--- src/rtl/pat_map_pkg.sv ---
package pat_map_pkg;
    localparam int REG_W      = 8;
    localparam int SLOTS      = 8;
    localparam int SLOT_IDX_W = $clog2(SLOTS);
    localparam int BANK_W     = 2 * REG_W;
    localparam int PHYS_W     = BANK_W + SLOT_IDX_W;
    localparam int OUTER_W    = 3;
    localparam int OUTER_BASE = 5;

    typedef enum logic [1:0] {
        GRAN_8K = 2'd0,
        GRAN_4K = 2'd1,
        GRAN_2K = 2'd2,
        GRAN_1K = 2'd3
    } gran_e;

    typedef enum logic [1:0] {
        WIN_LO  = 2'd0,
        WIN_HI  = 2'd1,
        WIN_CTL = 2'd2,
        WIN_NONE = 2'd3
    } win_e;

    typedef struct packed {
        logic [SLOTS-1:0][REG_W-1:0] lo;
        logic [SLOTS-1:0][REG_W-1:0] hi;
        gran_e                       gran;
        logic                        outer_off;
        logic [OUTER_W-1:0]          outer_num;
    } map_state_t;
endpackage

--- src/rtl/pat_bank_regs.sv ---
module pat_bank_regs
    import pat_map_pkg::*;
(
    input  logic                  clk,
    input  logic                  rst_n,
    input  logic                  wr_en_i,
    input  logic [1:0]            wr_win_i,
    input  logic [SLOT_IDX_W-1:0] wr_idx_i,
    input  logic [REG_W-1:0]      wr_data_i,
    output map_state_t            state_o
);
    localparam logic [1:0] CTL_GRAN_IDX  = 2'd0;
    localparam logic [1:0] CTL_OUTER_IDX = 2'd3;

    map_state_t st_d, st_q;

    always_comb begin
        st_d = st_q;
        if (wr_en_i) begin
            case (win_e'(wr_win_i))
                WIN_LO:  st_d.lo[wr_idx_i] = wr_data_i;
                WIN_HI:  st_d.hi[wr_idx_i] = wr_data_i;
                WIN_CTL: begin
                    case (wr_idx_i[1:0])
                        CTL_GRAN_IDX:  st_d.gran = gran_e'(wr_data_i[4:3]);
                        CTL_OUTER_IDX: begin
                            st_d.outer_off = wr_data_i[5];
                            st_d.outer_num = {wr_data_i[4:3], wr_data_i[0]};
                        end
                        default: ;
                    endcase
                end
                default: ;
            endcase
        end
    end

    always_ff @(posedge clk or negedge rst_n) begin
        if (!rst_n) begin
            st_q.lo        <= '1;
            st_q.hi        <= '1;
            st_q.gran      <= GRAN_8K;
            st_q.outer_off <= 1'b0;
            st_q.outer_num <= '0;
        end else begin
            st_q <= st_d;
        end
    end

    assign state_o = st_q;
endmodule

--- src/rtl/pat_slot_xlat.sv ---
module pat_slot_xlat
    import pat_map_pkg::*;
#(
    parameter int SLOT_ID = 0
) (
    input  gran_e                       gran_i,
    input  logic                        outer_en_i,
    input  logic [OUTER_W-1:0]          outer_num_i,
    input  logic [SLOTS-1:0][REG_W-1:0] lo_i,
    input  logic [SLOTS-1:0][REG_W-1:0] hi_i,
    output logic [PHYS_W-1:0]           phys_o
);
    localparam logic [SLOT_IDX_W-1:0] K = SLOT_IDX_W'(SLOT_ID);

    logic [SLOT_IDX_W-1:0] pair;
    logic [SLOT_IDX_W-1:0] off;
    logic [BANK_W-1:0]     raw;
    logic [BANK_W-1:0]     mask;
    logic [BANK_W-1:0]     outer_sh;
    logic [BANK_W-1:0]     page;
    logic [1:0]            spread;

    always_comb begin
        case (gran_i)
            GRAN_8K: begin pair = '0;           off = K;            end
            GRAN_4K: begin pair = K & 3'b100;   off = K & 3'b011;   end
            GRAN_2K: begin pair = K & 3'b110;   off = K & 3'b001;   end
            default: begin pair = K;            off = '0;           end
        endcase
        raw      = {hi_i[pair], lo_i[pair]};
        mask     = (BANK_W'(1) << (OUTER_BASE + int'(gran_i))) - BANK_W'(1);
        outer_sh = BANK_W'(outer_num_i) << (OUTER_BASE + int'(gran_i));
        page     = outer_en_i ? ((raw & mask) | outer_sh) : raw;
        spread   = 2'd3 - gran_i;
        phys_o   = (PHYS_W'(page) << spread) | PHYS_W'(off);
    end
endmodule

--- src/rtl/pat_bank_mapper.sv ---
module pat_bank_mapper
    import pat_map_pkg::*;
(
    input  logic                      clk,
    input  logic                      rst_n,
    input  logic                      wr_en_i,
    input  logic [1:0]                wr_win_i,
    input  logic [SLOT_IDX_W-1:0]     wr_idx_i,
    input  logic [REG_W-1:0]          wr_data_i,
    input  logic [SLOT_IDX_W-1:0]     addr_hi_i,
    output logic [SLOTS*PHYS_W-1:0]   slot_bank_o,
    output logic [PHYS_W-1:0]         addr_bank_o
);
    map_state_t                       regs_w;
    gran_e                            gran_w;
    logic                             outer_en_w;
    logic [OUTER_W-1:0]               outer_num_w;
    logic [SLOTS-1:0][PHYS_W-1:0]     slot_w;

    pat_bank_regs u_regs (
        .clk       (clk),
        .rst_n     (rst_n),
        .wr_en_i   (wr_en_i),
        .wr_win_i  (wr_win_i),
        .wr_idx_i  (wr_idx_i),
        .wr_data_i (wr_data_i),
        .state_o   (regs_w)
    );

    assign gran_w      = regs_w.gran;
    assign outer_en_w  = ~regs_w.outer_off;
    assign outer_num_w = regs_w.outer_num;

    for (genvar k = 0; k < SLOTS; k++) begin : g_slot
        pat_slot_xlat #(.SLOT_ID(k)) u_xlat (
            .gran_i      (gran_w),
            .outer_en_i  (outer_en_w),
            .outer_num_i (outer_num_w),
            .lo_i        (regs_w.lo),
            .hi_i        (regs_w.hi),
            .phys_o      (slot_w[k])
        );
        assign slot_bank_o[k*PHYS_W +: PHYS_W] = slot_w[k];
    end

    assign addr_bank_o = slot_w[addr_hi_i];
endmodule

--- config.mk ---
export PLATFORM = sky130hd
export DESIGN_NAME = pat_bank_mapper
export DESIGN_NICKNAME = d
export VERILOG_FILES = /design/src/rtl/pat_map_pkg.sv /design/src/rtl/pat_bank_regs.sv /design/src/rtl/pat_slot_xlat.sv /design/src/rtl/pat_bank_mapper.sv
export SDC_FILE = /design/constraint.sdc
export NUM_CORES = 1
export LEC_CHECK = 0
export BUFFER_PORTS_ARGS = -buffer_cell sky130_fd_sc_hd__buf_2
export CAP_MARGIN = 40
export CORE_MARGIN = 3
export CORE_UTILIZATION = 48
export CTS_BUF_LIST = sky130_fd_sc_hd__clkbuf_4
export CTS_CLUSTER_SIZE = 20
export DETAILED_ROUTE_END_ITERATION = 7
export PLACE_DENSITY_LB_ADDON = 0.08
export SYNTH_ARGS = -nofsm -noshare
export SYNTH_HDL_FRONTEND = slang
export SYNTH_SLANG_ARGS = --single-unit
--- constraint.sdc ---
create_clock -name clk -period 9.61 [get_ports clk]
set_clock_uncertainty 0.1 [all_clocks]
set_input_delay 1.922 -clock clk [delete_from_list [all_inputs] [get_ports clk]]
set_output_delay 1.922 -clock clk [all_outputs]
set_load 0.01 [all_outputs]
==> results_dict.tcl <==
set metrics [dict create \
    ios 190 \
    via_per_inst 6.81 \
    synth_ff_type "dfstp_2" \
    yosys-top-cells-area "dfstp_2, mux2_2, mux2i_1, mux4_2, o21ai_0" \
    initial_core_util 0.493 \
    grt_pass1_vias 12110 \
    die_height_um 173 \
    ys_warn_count 0 \
    placed_cells 1951 \
    slew_viol_final 0 \
    dr.pass1.iters 7 \
    routedWlPerCell_um 27.4 \
    setup_viol 0 \
    async_flop_share 1.00 \
    nets 1626 \
    fillers 2626 \
    largest_reg_flops 134 \
    clk_latency_ns 0.50 \
    period_needed_ns 7.41 \
    required_ns 7.59 \
    crit_type "reg -> out" \
    ant_nets 0 \
    vias 13516 \
    layout_common_cells "mux2_2, buf_2, nand2_1, dfstp_2, nor2_1" \
    multi_input_area_sq_mm 0.00922 \
    wirelength_um 54500 \
    grt_max_degree 94 \
    port_buffers 189 \
    worstMarginPinSlew_ns 0.945 \
    end_kind "primary output" \
    drive_above_1_share 0.402 \
    cts.sinks 134 \
    placed_area_sq_mm 0.0145 \
    finalCritPeriodShare 0.772 \
    synth_seq_cells 134 \
    globalplace.congestion 0.978 \
    die_area_sq_mm 0.0299 \
    clock_path_buffers 2 \
    ys_types 86 \
    maxCapViolations 0 \
    crit_fanout 65 \
    ir_drop_uv 150 \
    cp-start-kind "register" \
    area_growth_pct 10.5 \
    cts_made_buffers 17 \
    drcViolationCount 0 \
    synth-edff-count 0 \
    grt_usage 0.350 \
    hold_viol 0 \
    root_buffer "clkbuf_4" \
    hold_buffers 0 \
    powerDensity_mw_per_mm2 276 \
    final_common_cell "mux2_2" \
    synth_top_area_frac 0.251 \
    fin_util 0.544 \
    grt_antenna_before_repair 1 \
    max-slew-margin-rel 0.370 \
    cts_tree "built" \
    stdcell_count 1984 \
    tns_ns 0 \
    syn_avg_cell_area_sq_um 8.93 \
    place_hpwl_um 42600 \
    syn-instance-count 1500 \
    grt_pass1_wl_um 81600 \
    cts_setup_buffers 0 \
    core_sq_mm 0.0272 \
    die_x_um 173 \
    crit_arrival_ns 5.39 \
    fmax_mhz 135 \
    drt_iter0_drc 2111 \
    cts_resized 0 \
    gr-total-overflow 0 \
    design_power_total_mw 4.08 \
    synth_top_area_cell "dfstp_2" \
    seq_area_frac_synth 0.262 \
    netlist_area_sq_mm 0.0134 \
    leakage_nw 6.21 \
    outcome "completed" \
    design_area_sq_mm 0.0148 \
    rsz0062_at_grt "no" \
    min_path_type "reg -> reg" \
    regArea_sq_mm 0.00352 \
    placementRows 60 \
    cts-htree-levels 4 \
    clk_pin_slew_ns 0.11 \
]
[per-stage QoR]
step	worst slack (ns)	hold WS, ns
floorplan	2.98	0.490
global placement	2.92	0.504
detailed placement	2.87	0.508
CTS	2.27	0.524
global route	1.92	0.529
finish	2.20	0.522
[area by class of cell]
cell class	count	area share
diodes	1	0.000169
clock buffers	17	0.00863
clock inverters	15	0.0136
inverters	19	0.00499
multi-input cells	1213	0.623
flip-flops and latches	134	0.238
well taps	372	0.0315
repair buffers	213	0.0801
[critical path, cell delays in order (launching register included)]
cell and delay [ns]:
dfrtp_4 0.76, inv_4 0.48, ha_2 0.75, inv_2 0.50, mux4_2 0.49, nand2b_1 0.14
and2_1 0.19, a2111oi_2 0.62, o211ai_1 0.18, a221oi_1 0.48, buf_2 0.22
[logic make-up after synthesis]
group	share of synthesized area
AOI/OAI and AO/OA	0.235
and+or+nand+nor	0.144
muxes	0.298
buffers and inverters	0.0507
DFF	0.262
adders and majority gates	0.00841
xor gates and xnor gates	0.00131
other	0.000280
[layer usage]
| layer | global-route usage | up-vias | wire, um | share of wire |
|---|---|---|---|---|
| met3 | 0.0808 | 84 | 6500 | 0.12 |
| met4 | 0.0807 | 0 | 1130 | 0.021 |
| met1 | 0.574 | 6583 | 26100 | 0.48 |
| met2 | 0.452 | 954 | 20800 | 0.38 |
| li1 | - | 5895 | - | - |
| met5 | 0 | - | 0 | 0 |
[where the power goes]
group          internal [mW]  switching [mW]
clock                  0.208           0.207
sequential             0.758           0.183
combinational           1.02            1.71
total                   1.98            2.10
[cell usage after synthesis, drive strengths merged, types with 7 or more instances]
master / instances
o21a: 10
a22o: 11
inv: 16
nor3: 18
buf: 71
o21ai: 112
and3: 9
a21oi: 78
a211o: 8
a31oi: 9
a22oi: 10
nor2: 116
mux2i: 100
dfstp: 128
a221oi: 15
ha: 9
a2111oi: 7
a21o: 22
o31ai: 9
o22ai: 22
o211ai: 33
clkbuf: 64
nand3: 27
nand2: 139
and2: 16
mux2: 214
o2bb2ai: 8
a211oi: 20
o221ai: 17
nand2b: 27
nor2b: 13
mux4: 26
a221o: 9
[final timing paths]
check,startpoint,slack [ns],end,depth (start not counted)
worst min-delay path,u_regs.state_o[101],0.52,u_regs.state_o[101],1
min in group asynchronous,rst_n,1.35,u_regs.state_o[28],1
worst min register to register,u_regs.state_o[101],0.52,u_regs.state_o[101],1
worst max-delay path,u_regs.state_o[5],2.20,addr_bank_o[16],10
worst max register to register,u_regs.state_o[5],7.84,u_regs.state_o[5],2
max in group asynchronous,rst_n,6.97,u_regs.state_o[94],3
No activity file was read; power rests on OpenSTA's default activity.
